[src/rtl/rgs_pkg.sv]
package rgs_pkg;
  typedef enum logic [1:0] {
    AV_OK   = 2'd0,
    AV_FULL = 2'd1,
    AV_RSV  = 2'd2
  } avail_e;
endpackage

[src/rtl/rgs_rotor.sv]
module rgs_rotor #(
  parameter int                UNIT_W   = 8,
  parameter logic [UNIT_W-1:0] UNIT_SET = '1
) (
  input  logic              clk_i,
  input  logic              rst_ni,
  input  logic              sel_req_i,
  input  logic              static_req_i,
  input  logic [UNIT_W-1:0] static_unit_i,
  output logic [UNIT_W-1:0] next_unit_o,
  output logic [UNIT_W-1:0] rot_o
);
  logic [UNIT_W-1:0] rot_q, rot_n, rem_q, rem_n, fill;

  always_comb begin
    next_unit_o = '0;
    for (int i = 0; i < UNIT_W; i++) begin
      if (rot_q[i]) begin
        next_unit_o    = '0;
        next_unit_o[i] = 1'b1;
      end
    end
  end

  always_comb begin
    rot_n = rot_q;
    rem_n = rem_q;
    fill  = '0;
    if (sel_req_i) begin
      rot_n = rot_q & ~next_unit_o;
    end else if (static_req_i) begin
      if ((rot_q & static_unit_i) == '0) rem_n = rem_q | static_unit_i;
      else                               rot_n = rot_q & ~static_unit_i;
    end
    if ((sel_req_i || static_req_i) && rot_n == '0) begin
      fill  = UNIT_SET & ~rem_n;
      rot_n = (fill == '0) ? UNIT_SET : fill;
      rem_n = '0;
    end
  end

  always_ff @(posedge clk_i or negedge rst_ni) begin
    if (!rst_ni) begin
      rot_q <= UNIT_SET;
      rem_q <= '0;
    end else begin
      rot_q <= rot_n;
      rem_q <= rem_n;
    end
  end

  assign rot_o = rot_q;
endmodule

[src/rtl/rgs_ready.sv]
module rgs_ready #(
  parameter int                UNIT_W   = 8,
  parameter logic [UNIT_W-1:0] UNIT_SET = '1,
  parameter bit                HAZARD   = 1'b0,
  parameter int                CNT_W    = 4
) (
  input  logic              clk_i,
  input  logic              rst_ni,
  input  logic              use_req_i,
  input  logic [UNIT_W-1:0] use_unit_i,
  input  logic              rel_req_i,
  input  logic [UNIT_W-1:0] rel_unit_i,
  input  logic              rsv_set_i,
  input  logic              rsv_clr_i,
  input  logic [CNT_W-1:0]  need_units_i,
  output logic              ready_o,
  output logic              rsv_o,
  output logic [UNIT_W-1:0] rdy_mask_o
);
  logic [UNIT_W-1:0] rdy_q;
  logic              rsv_q;
  logic [CNT_W-1:0]  free_cnt;

  always_comb begin
    free_cnt = '0;
    for (int i = 0; i < UNIT_W; i++) free_cnt = free_cnt + CNT_W'(rdy_q[i]);
  end

  always_ff @(posedge clk_i or negedge rst_ni) begin
    if (!rst_ni) begin
      rdy_q <= UNIT_SET;
      rsv_q <= 1'b0;
    end else begin
      rdy_q <= rdy_q ^ (use_req_i ? use_unit_i : '0) ^ (rel_req_i ? rel_unit_i : '0);
      if (rsv_set_i)      rsv_q <= 1'b1;
      else if (rsv_clr_i) rsv_q <= 1'b0;
    end
  end

  // a dispatch-hazard resource is always reserved once its user is in flight
  assign ready_o    = (!rsv_q || HAZARD) && (free_cnt >= need_units_i);
  assign rsv_o      = rsv_q;
  assign rdy_mask_o = rdy_q;
endmodule

[src/rtl/rgs_slots.sv]
module rgs_slots
  import rgs_pkg::*;
#(
  parameter int BUF_SIZE = 2,
  parameter int SLOT_W   = 2
) (
  input  logic              clk_i,
  input  logic              rst_ni,
  input  logic              take_i,
  input  logic              give_i,
  input  logic              rsv_i,
  output logic [SLOT_W-1:0] slots_o,
  output logic [1:0]        status_o
);
  avail_e st;

  generate
    if (BUF_SIZE > 0) begin : g_buf
      logic [SLOT_W-1:0] cnt_q, after_take;
      always_comb after_take = (take_i && cnt_q != '0) ? cnt_q - 1'b1 : cnt_q;
      always_ff @(posedge clk_i or negedge rst_ni) begin
        if (!rst_ni) cnt_q <= SLOT_W'(BUF_SIZE);
        else         cnt_q <= give_i ? after_take + 1'b1 : after_take;
      end
      assign slots_o = cnt_q;
    end else begin : g_nobuf
      logic unused_nobuf;
      assign unused_nobuf = ^{clk_i, rst_ni, take_i, give_i};
      assign slots_o      = '0;
    end
  endgenerate

  always_comb begin
    if (BUF_SIZE == 0 && rsv_i)            st = AV_RSV;
    else if (BUF_SIZE <= 0 || slots_o != '0) st = AV_OK;
    else                                   st = AV_FULL;
  end

  assign status_o = st;
endmodule

[src/rtl/rgs_unit_sel.sv]
module rgs_unit_sel #(
  parameter int                UNIT_W    = 8,
  parameter logic [UNIT_W-1:0] RES_MASK  = 'h0F,
  parameter int                NUM_UNITS = 3,
  parameter int                BUF_SIZE  = 2,
  localparam int               CNT_W     = $clog2(UNIT_W + 1)
) (
  input  logic              clk_i,
  input  logic              rst_ni,
  input  logic              sel_req_i,
  input  logic              static_req_i,
  input  logic [UNIT_W-1:0] static_unit_i,
  input  logic              use_req_i,
  input  logic [UNIT_W-1:0] use_unit_i,
  input  logic              rel_req_i,
  input  logic [UNIT_W-1:0] rel_unit_i,
  input  logic              rsv_set_i,
  input  logic              rsv_clr_i,
  input  logic              buf_take_i,
  input  logic              buf_give_i,
  input  logic [CNT_W-1:0]  need_units_i,
  output logic [UNIT_W-1:0] sel_unit_o,
  output logic              ready_o,
  output logic [1:0]        status_o
);
  function automatic logic [UNIT_W-1:0] unit_set_f();
    logic [UNIT_W-1:0] m;
    int                n;
    bit                done;
    m    = '0;
    n    = 0;
    done = 1'b0;
    for (int i = 0; i < UNIT_W; i++) n += int'(RES_MASK[i]);
    if (n > 1) begin
      m = RES_MASK;
      for (int i = UNIT_W - 1; i >= 0; i--) begin
        if (m[i] && !done) begin
          m[i] = 1'b0;
          done = 1'b1;
        end
      end
    end else begin
      for (int i = 0; i < UNIT_W; i++) m[i] = (i < NUM_UNITS);
    end
    return m;
  endfunction

  localparam logic [UNIT_W-1:0] UNIT_SET = unit_set_f();
  localparam int SLOT_MAX = (BUF_SIZE > 0) ? BUF_SIZE : 1;
  localparam int SLOT_W   = $clog2(SLOT_MAX + 1);
  localparam bit HAZARD   = (BUF_SIZE == 0);

  logic [UNIT_W-1:0] rot_mask, rdy_mask;
  logic              rsv;
  logic [SLOT_W-1:0] slots;

  rgs_rotor #(.UNIT_W(UNIT_W), .UNIT_SET(UNIT_SET)) u_rotor (
    .clk_i         (clk_i),
    .rst_ni        (rst_ni),
    .sel_req_i     (sel_req_i),
    .static_req_i  (static_req_i),
    .static_unit_i (static_unit_i),
    .next_unit_o   (sel_unit_o),
    .rot_o         (rot_mask)
  );

  rgs_ready #(
    .UNIT_W(UNIT_W), .UNIT_SET(UNIT_SET), .HAZARD(HAZARD), .CNT_W(CNT_W)
  ) u_ready (
    .clk_i        (clk_i),
    .rst_ni       (rst_ni),
    .use_req_i    (use_req_i),
    .use_unit_i   (use_unit_i),
    .rel_req_i    (rel_req_i),
    .rel_unit_i   (rel_unit_i),
    .rsv_set_i    (rsv_set_i),
    .rsv_clr_i    (rsv_clr_i),
    .need_units_i (need_units_i),
    .ready_o      (ready_o),
    .rsv_o        (rsv),
    .rdy_mask_o   (rdy_mask)
  );

  rgs_slots #(.BUF_SIZE(BUF_SIZE), .SLOT_W(SLOT_W)) u_slots (
    .clk_i    (clk_i),
    .rst_ni   (rst_ni),
    .take_i   (buf_take_i),
    .give_i   (buf_give_i),
    .rsv_i    (rsv),
    .slots_o  (slots),
    .status_o (status_o)
  );
endmodule

[config.mk]
export PLATFORM = sky130hd
export DESIGN_NAME = rgs_unit_sel
export DESIGN_NICKNAME = d
export VERILOG_FILES = /design/src/rtl/rgs_pkg.sv /design/src/rtl/rgs_rotor.sv /design/src/rtl/rgs_ready.sv /design/src/rtl/rgs_slots.sv /design/src/rtl/rgs_unit_sel.sv
export SDC_FILE = /design/constraint.sdc
export NUM_CORES = 1
export LEC_CHECK = 0
export BUFFER_PORTS_ARGS = -buffer_cell sky130_fd_sc_hd__buf_2
export CORE_MARGIN = 2
export CORE_UTILIZATION = 51
export CTS_CLUSTER_DIAMETER = 100
export DETAILED_ROUTE_END_ITERATION = 12
export HOLD_SLACK_MARGIN = 0.15
export PLACE_DENSITY_LB_ADDON = 0.1
export SLEW_MARGIN = 20
export SYNTH_ARGS = -nofsm -noshare
export SYNTH_HDL_FRONTEND = slang
export SYNTH_SLANG_ARGS = --single-unit
[constraint.sdc]
create_clock -name clk_i -period 5.3 [get_ports clk_i]
set_input_delay 0.53 -clock clk_i [delete_from_list [all_inputs] [get_ports clk_i]]
set_output_delay 0.53 -clock clk_i [all_outputs]
set_load 0.02 [all_outputs]
Word level (Yosys, flattened, before mapping)

Cells that the tools add are included.
Widths: inputs -> output; s select.

Add/sub/neg operators: 9
Magnitude comparators: 1
Mux-type cells: 24
Bitwise logic cells: 9
Reduce and logical (&&, ||, !) cells: 10

Operator list:

| operator            | count |
|---|---|
| $mux 8              | 17 |
| $add 4x1->4         | 6 |
| $and 8x8->8         | 3 |
| $logic_not 8->1     | 3 |
| $not 8->8           | 2 |
| $xor 8x8->8         | 2 |
| $or 8x8->8          | 1 |
| $ge 4x4->1          | 1 |
| $mux 1              | 4 |
| $mux 2              | 2 |
| $reduce_bool 2->1   | 2 |
| $logic_and 1x1->1   | 3 |
| $mux 3              | 1 |
| $not 3->3           | 1 |
| $add 1x1->2         | 1 |
| $add 2x1->2 const B | 1 |
| $sub 2x1->2 const B | 1 |
| $logic_not 1->1     | 1 |
| $logic_or 1x1->1    | 1 |

Register bits after elaboration: 27
Bits of input ports: 38
Output and inout bits: 11
Word-level logic and storage cells: 58

Longest topological paths before layout

Gate-level depths: netlist of the first run.

Depth after elaboration: 14
Mapped depth: 14
Gate-level depth less buffers: 14

Hierarchy

Synthesis of the first run repeated with hierarchy kept, for this count alone.

Cell total of the unflattened synthesis: 178
Area total of the unflattened synthesis: 1,626.6 µm²

By module, submodules not included:

| module    | times used | cells an instance | area an instance (µm²) | sequential area each (µm²) |
|---|---|---|---|---|
| rgs_rotor | 1          | 82                | 737.0                  | 279.0 |
| rgs_ready | 1          | 80                | 724.4                  | 229.0 |
| rgs_slots | 1          | 16                | 165.2                  | 51.3 |

Worst setup path before layout of the first run

Ideal clock, no wire load.

Path kind: reg2out
Start point: register u_ready.rdy_q[0] (netlist: u_ready.rdy_mask_o[0])
End point: output port ready_o
Arrival time: 3.380 ns
Data required time: 4.770 ns
Setup slack: 1.390 ns
Cell stages (with the launch flop): 15
Buffers on the path: 0
Cell sequence: dfstp_2 > ha_1 > inv_1 > fa_1 > fa_1 > inv_1 > fa_1 > inv_1 > fa_1 > inv_1 > ha_1 > a21o_1 > a21o_1 > a21oi_1 > nor2_1

Longest elaborated chain between the ends: 9

RTL lines:

| what                      | line               | text |
|---|---|---|
| from (decl)               | rgs_ready.sv:20    | `logic [UNIT_W-1:0] rdy_q;` |
| from (signal assigned)    | rgs_ready.sv:34    | `rdy_q <= rdy_q ^ (use_req_i ? use_unit_i : '0) ^ (rel_req_i ? rel_unit_i : '0);` |
| $add 1x1->2               | rgs_ready.sv:26    | `for (int i = 0; i < UNIT_W; i++) free_cnt = free_cnt + CNT_W'(rdy_q[i]);` |
| $add 4x1->4 (6 in series) | rgs_ready.sv:26    |  |
| $ge 4x4->1                | rgs_ready.sv:41    | `assign ready_o = (!rsv_q \|\| HAZARD) && (free_cnt >= need_units_i);` |
| $logic_and 1x1->1         | rgs_ready.sv:41    |  |
| to (decl)                 | rgs_unit_sel.sv:23 | `output logic ready_o,` |

No other way between the ends.

Final worst setup path of the first run

Ends and elaborated chain as after synthesis.

==> results of run 1 <==
[Yosys cell counts, types with 3 or more instances]
library cell,instances,share of area
inv_1,24,0.057
nand2_1,23,0.055
xnor2_1,19,0.11
dfrtp_1,15,0.24
ha_1,8,0.063
dfstp_2,7,0.12
a21oi_1,6,0.019
nor2_1,6,0.014
a21o_1,5,0.024
nor2b_1,5,0.020
fa_1,4,0.051
nand2b_1,4,0.016
o21ai_0,4,0.013
a221oi_1,3,0.017
a31oi_1,3,0.012
[layer usage]
metal  vias to the layer above  routed length [um]
li1                        667                   -
met1                       649                1409
met2                        36                1689
met3                         4                 164
met4                         0                  32
met5                         -                   0
[report_power, final]
group | switching (mW) | internal, mW | total (mW)
clock network | 0.0537 | 0.0765 | 0.130
registers | 0.0523 | 0.250 | 0.302
logic | 0.389 | 0.375 | 0.763
total | 0.495 | 0.701 | 1.20
[placed cells by master (no fill, tap or decap), types with 2 or more instances in the layout]
master    instances
dfrtp_1          15
a21o_1            5
ha_1              8
xnor2_1          19
a221oi_1          3
fa_1              4
nand2_1          23
a31oi_1           3
nor2b_1           5
a21oi_1           6
inv_1            24
buf_2            47
a41o_1            2
nand2b_1          4
and2_1            2
nor2_1            6
clkbuf_4          3
o21ai_0           4
and3_1            2
a41oi_1           2
dfstp_2           7
[cell type report]
class	instances	area, um^2	area share
clock inverters	1	30.03	0.01606
inverters	24	90.09	0.04819
flip-flops and latches	22	559.3	0.2992
repair buffers	47	235.2	0.1258
well taps	33	41.29	0.02209
multi-input cells	119	890.9	0.4766
clock buffers	3	22.52	0.01205
[stage by stage]
step	setup slack (ps)	instance area [um^2]	hold WS, ps
final	808.3	1869	162.7
after global routing	603.8	1869	184.4
after floorplan	1390	1584	234.4
after global placement	1265	1817	466.8
after CTS	780.3	1869	162.7
after detailed placement	1166	1817	463.8
[path summary, 6_finish.rpt]
path,start,to,slack [ps]
max in group asynchronous,rst_ni,u_ready.rdy_mask_o[1],4780
max reg2reg,u_rotor.rot_o[6],u_rotor.rot_o[2],3240
min reg2reg,u_ready.rdy_mask_o[4],u_ready.rdy_mask_o[4],480
max,u_ready.rdy_mask_o[0],ready_o,810
min in group clk_i,rsv_set_i,u_ready.rsv_o,390
min,rst_ni,u_ready.rdy_mask_o[5],160
[cell families after synthesis]
| logic type | count (synthesis) |
|---|---|
| flip-flops | 22 |
| other | 1 |
| buffers and inverters | 31 |
| adder cells (fa/ha/maj) | 12 |
| AO/OA/AOI/OAI | 35 |
| XOR/XNOR | 19 |
| AND/OR/NAND/NOR | 52 |
[flip-flops by register name, summed over array words and instances, names as in the netlist]
signal	flops
u_ready.rsv_o	1
u_slots.slots_o	2
u_rotor.rem_q	3
u_ready.rdy_mask_o	8
u_rotor.rot_o	8
[worst max-delay path, stage by stage (launching register included)]
cell     delay (ps)
dfstp_2         570
ha_1            230
inv_1            70
fa_1            440
fa_1            490
inv_1            50
fa_1            370
inv_1            80
fa_1            400
inv_1            70
ha_1            220
a21o_1          160
a21o_1          170
a21oi_1         140
nor2_1           50
buf_2           150
==> flow_summary.yaml, run 1 <==
detailed_routing:
  viasPerCell: 5.446
  wirelength_um: 3295
  first_iter_violations: 41
  dr.pass1.iters: 4
  post_drt_wl_per_cell_um: 13.23
  drc: 0
  vias: 1356
  antenna_left: 0
clock_network:
  root_buffer: "clkbuf_4"
  numCtsBuffers: 3
  htree_levels: 1
  cts-resized-gates: 0
  cts_setup_buffers: 0
  cts_tree: "done"
  insertion_delay_ps: 310
  clkTransAtPathRegs_ps: 120
  ctsHoldBuffers: 0
  cts.path.max_buffers: 2
  clock_sink_count: 22
placed_design:
  gp_congestion: 0.8090
  hpwl_um: 2645
  io_buffer_count: 47
  place_inst: 245
logic_synthesis:
  synth_top_family_by_area: "simple AND/OR/NAND/NOR gates"
  synthXorXnorAreaFrac: 0.1051
  synth-simple-area-share: 0.1769
  syn_avg_cell_area_um2: 9.209
  ys_seq_elements: 22
  syn_nets: 222
  synthCells: 172
  synth-async-reset-ratio: 1.000
  netlist_area_um2: 1584
  yosys_warnings: 0
  ys.flop_type: "dfrtp_1"
  ys_types: 44
  yosysSeqAreaShare: 0.3531
  synthAdderAreaFrac: 0.1137
  synth_edf_count: 0
  synth_compound_area_frac: 0.1643
  synthMuxAreaShare: 0
floorplan:
  initial_core_util: 0.5275
  core_region_area_um2: 3003
  dieHeight_um: 59.73
  ios: 49
  die_area_um2: 3568
  row_count: 20
  fp.dieW_um: 59.73
grt:
  grt_max_degree: 23
  grtUsageTotal: 0.2050
  gr-usage-met3: 0.03247
  grt_first_pass_wirelength_um: 5526
  grt.busiest_layer: "met2"
  gr-usage-met2: 0.3665
  grt_pass1_vias: 1330
  grt_overflow: 0
  antenna_found_initial: 0
  use_met1: 0.2458
power_and_ir_drop:
  power.total_mw: 1.196
  p_leak_nw: 0.9715
  power_density_nw_per_um2: 639.6
  ir_worst_vdd_v: 0.0003489
worst_setup_path:
  path_class: "register to output port"
  critPathLaunchType: "register"
  worstPathMaxFanout: 2
  crit_arrival_ps: 3960
  crit_path_end_kind: "output port"
  worstRegToRegCells: 5
  cp.required_ps: 4770
timing:
  tightest_slew_ps: 564.6
  setup_viol: 0
  max_freq_ghz: 0.2226
  finalCritPeriodShare: 0.8475
  fin_skew_ps: 3.322
  finalSetupTns_ps: 0
  hold_violations: 0
  fin_crit_ps: 4492
  grt_setup_unrepaired: "no"
  relSlewSlack: 0.6236
  slew_viol_final: 0
cells_and_area:
  post-route-util: 0.6225
  antenna_cells: 0
  nets: 267
  drive_gt1_frac: 0.2917
  fill_cells: 266
  final_cell_count_no_fill: 249
  syn_to_final_growth_pct: 18.01
hold_path:
  hp-class: "input pin to asynchronous set/reset pin"
flow_run:
  maxCapViolations: 0
status:
  status: "completed"
(Power assumes the default switching activity.)
==> run 2: changes to the inputs <==
--- a/config.mk
+++ b/config.mk
@@ -7,7 +7,7 @@
 export LEC_CHECK = 0
 export BUFFER_PORTS_ARGS = -buffer_cell sky130_fd_sc_hd__buf_2
 export CORE_MARGIN = 2
-export CORE_UTILIZATION = 51
+export CORE_UTILIZATION = 46
 export CTS_CLUSTER_DIAMETER = 100
 export DETAILED_ROUTE_END_ITERATION = 12
 export HOLD_SLACK_MARGIN = 0.15
==> constraint.sdc (replaced) <==
create_clock -name clk_i -period 3.88 [get_ports clk_i]
set_input_delay 0.388 -clock clk_i [delete_from_list [all_inputs] [get_ports clk_i]]
set_output_delay 0.388 -clock clk_i [all_outputs]
set_load 0.02 [all_outputs]
==> run 2 against run 1 <==
Compared with the run above: the flow now finishes with violations (negative setup slack); total power up 40%; die area is 10% higher; worst hold slack better by 83 ps; clock power grew 37%; register-to-register slack worse by 1400 ps; clock skew decreased by 3.1 ps; global-route usage shrank 2.2 points; flip-flop and latch count unchanged; core utilization shrank 4.4 points; largest power group unchanged; highest routed layer unchanged.
==> flow_summary.yaml, run 2 (synthesis results as in run 1) <==
status:
  status: "complete, but fails checks"
  violations: "negative setup slack"
power_and_ir_drop:
  power_density_nw_per_um2: 871.1
  p_leak_nw: 0.9830
  ir_worst_vdd_v: 0.0004365
floorplan:
  core_region_area_um2: 3311
  initial_core_util: 0.4785
  row_count: 21
  fp.dieW_um: 62.68
  ios: 49
  die_area_um2: 3929
  dieHeight_um: 62.68
clock_network:
  root_buffer: "clkbuf_4"
  htree_levels: 1
  cts.path.max_buffers: 2
  cts_tree: "done"
  clock_sink_count: 22
  insertion_delay_ps: 310
  clkTransAtPathRegs_ps: 130
  numCtsBuffers: 3
  cts_setup_buffers: 0
worst_setup_path:
  path_class: "register to output port"
  worstPathMaxFanout: 2
  crit_arrival_ps: 3830
  cp.required_ps: 3490
  slowest_stage: "dfstp_2"
  path_buf_inv: 5
  cpPeakStageDelay_ps: 550
  crit_path_end_kind: "output port"
  critical_path.most_common_cell: "fa_1"
  cp_top_family: "adder cells"
  critPathLaunchType: "register"
  path_cells: "ha_1 -> inv_2 -> fa_1 -> fa_1 -> inv_1 -> fa_2 -> inv_2 -> fa_1 -> inv_1 -> ha_1 -> a21o_1 -> a21o_1 -> a21oi_2 -> nor2_1 -> buf_2"
cells_and_area:
  antenna_cells: 0
  final_common_cell: "buf_2"
  drive_gt1_frac: 0.3151
  syn_to_final_growth_pct: 21.01
  final_cell_mix: "buf_2, nand2_1, inv_1, xnor2_1, dfrtp_1"
  nets: 270
timing:
  setup_ws_ps: -338.8
  tightest_slew_ps: 570.3
  fin_skew_ps: 0.2627
  finalSetupTns_ps: -338.8
  hold_violations: 0
  fin_crit_ps: 4219
  hold_slack_ps: 245.3
  setup_viol: 1
  max_freq_ghz: 0.2370
  grt_setup_unrepaired: "yes"
  relSlewSlack: 0.6198
  finalCritPeriodShare: 1.087
  slew_viol_final: 0
flow_run:
  maxCapViolations: 0
detailed_routing:
  post_drt_wl_per_cell_um: 12.29
  antenna_left: 0
  wirelength_um: 3258
  dr.pass1.iters: 4
  drc: 0
  first_iter_violations: 85
  viasPerCell: 5.158
  vias: 1367
hold_path:
  hp-class: "input pin to register"
grt:
  grt_pass1_vias: 1430
  antenna_found_initial: 0
  grtUsageTotal: 0.1830
  grt_first_pass_wirelength_um: 5844
  grt_overflow: 0
  grt_max_degree: 23
placed_design:
  io_buffer_count: 47
  gp_congestion: 0.7749
  hpwl_um: 2630
==> run 2: area by class of cell <==
type	instances	area, um^2
Clock buffer	3	22.52
Tap cell	46	57.56
Sequential cell	22	559.3
Inverter	24	90.09
Clock inverter	1	30.03
Multi-Input combinational cell	119	897.1
Fill cell	293	1394
Timing Repair Buffer	50	260.3
==> run 2: per-layer routing <==
metal	routed length (um)	GRT usage	part of all wire	up-vias
met2	1718	0.3495	0.53	37
met4	19	0.05278	0.0058	0
li1	-	-	-	672
met3	120	0.02162	0.037	2
met5	0	0	0	-
met1	1400	0.2127	0.43	656
==> run 2: final timing paths <==
path                       slack (ps)                  start                    end  cells past startpoint
max in group asynchronous        2940                 rst_ni     u_slots.slots_o[1]                      2
setup / recovery                 -340  u_ready.rdy_mask_o[0]                ready_o                     15
setup reg to reg                 1800       u_rotor.rot_o[6]       u_rotor.rot_o[2]                      5
min in group asynchronous         580                 rst_ni       u_rotor.rem_q[2]                      2
hold reg to reg                   480  u_ready.rdy_mask_o[6]  u_ready.rdy_mask_o[6]                      1
hold / removal                    250              rsv_set_i          u_ready.rsv_o                      2
==> run 2: worst reg2reg max path, cell delays in order, from the launching register on <==
cell and delay [ps]:
dfrtp_1 500, o31a_1 330, o21a_1 200, a2111oi_0 490, and4bb_4 370, a32o_1 140
==> run 2: power breakdown <==
group | switching, mW | leakage [nW] | internal (mW)
registers | 0.0699 | 0.265 | 0.341
logic | 0.534 | 0.691 | 0.546
clock network | 0.0738 | 0.0279 | 0.104
==> run 2: per-stage QoR <==
step,worst slack (ps),total power [mW],utilization,instances,instance area [um^2]
2_1_floorplan,112.4,1.220,-,172,1584
3_3_place_gp,-7.496,1.386,0.5582,260,1848
3_5_place_dp,-104.4,1.481,0.5582,260,1848
4_1_cts,-387.8,1.700,0.5790,265,1917
5_1_grt,-536.4,1.884,0.5790,265,1917
6_report,-338.8,1.670,0.5790,265,1917
==> run 2: what timing repair did <==
| action | CTS | global route |
|---|---|---|
| pin swaps | 2 | 1 |
| hold buffers | 1 | 0 |
| hold endpoints to repair | 15 | 0 |
| endpoints found under the setup margin | 1 | 1 |
| gates resized for setup | 4 | 0 |
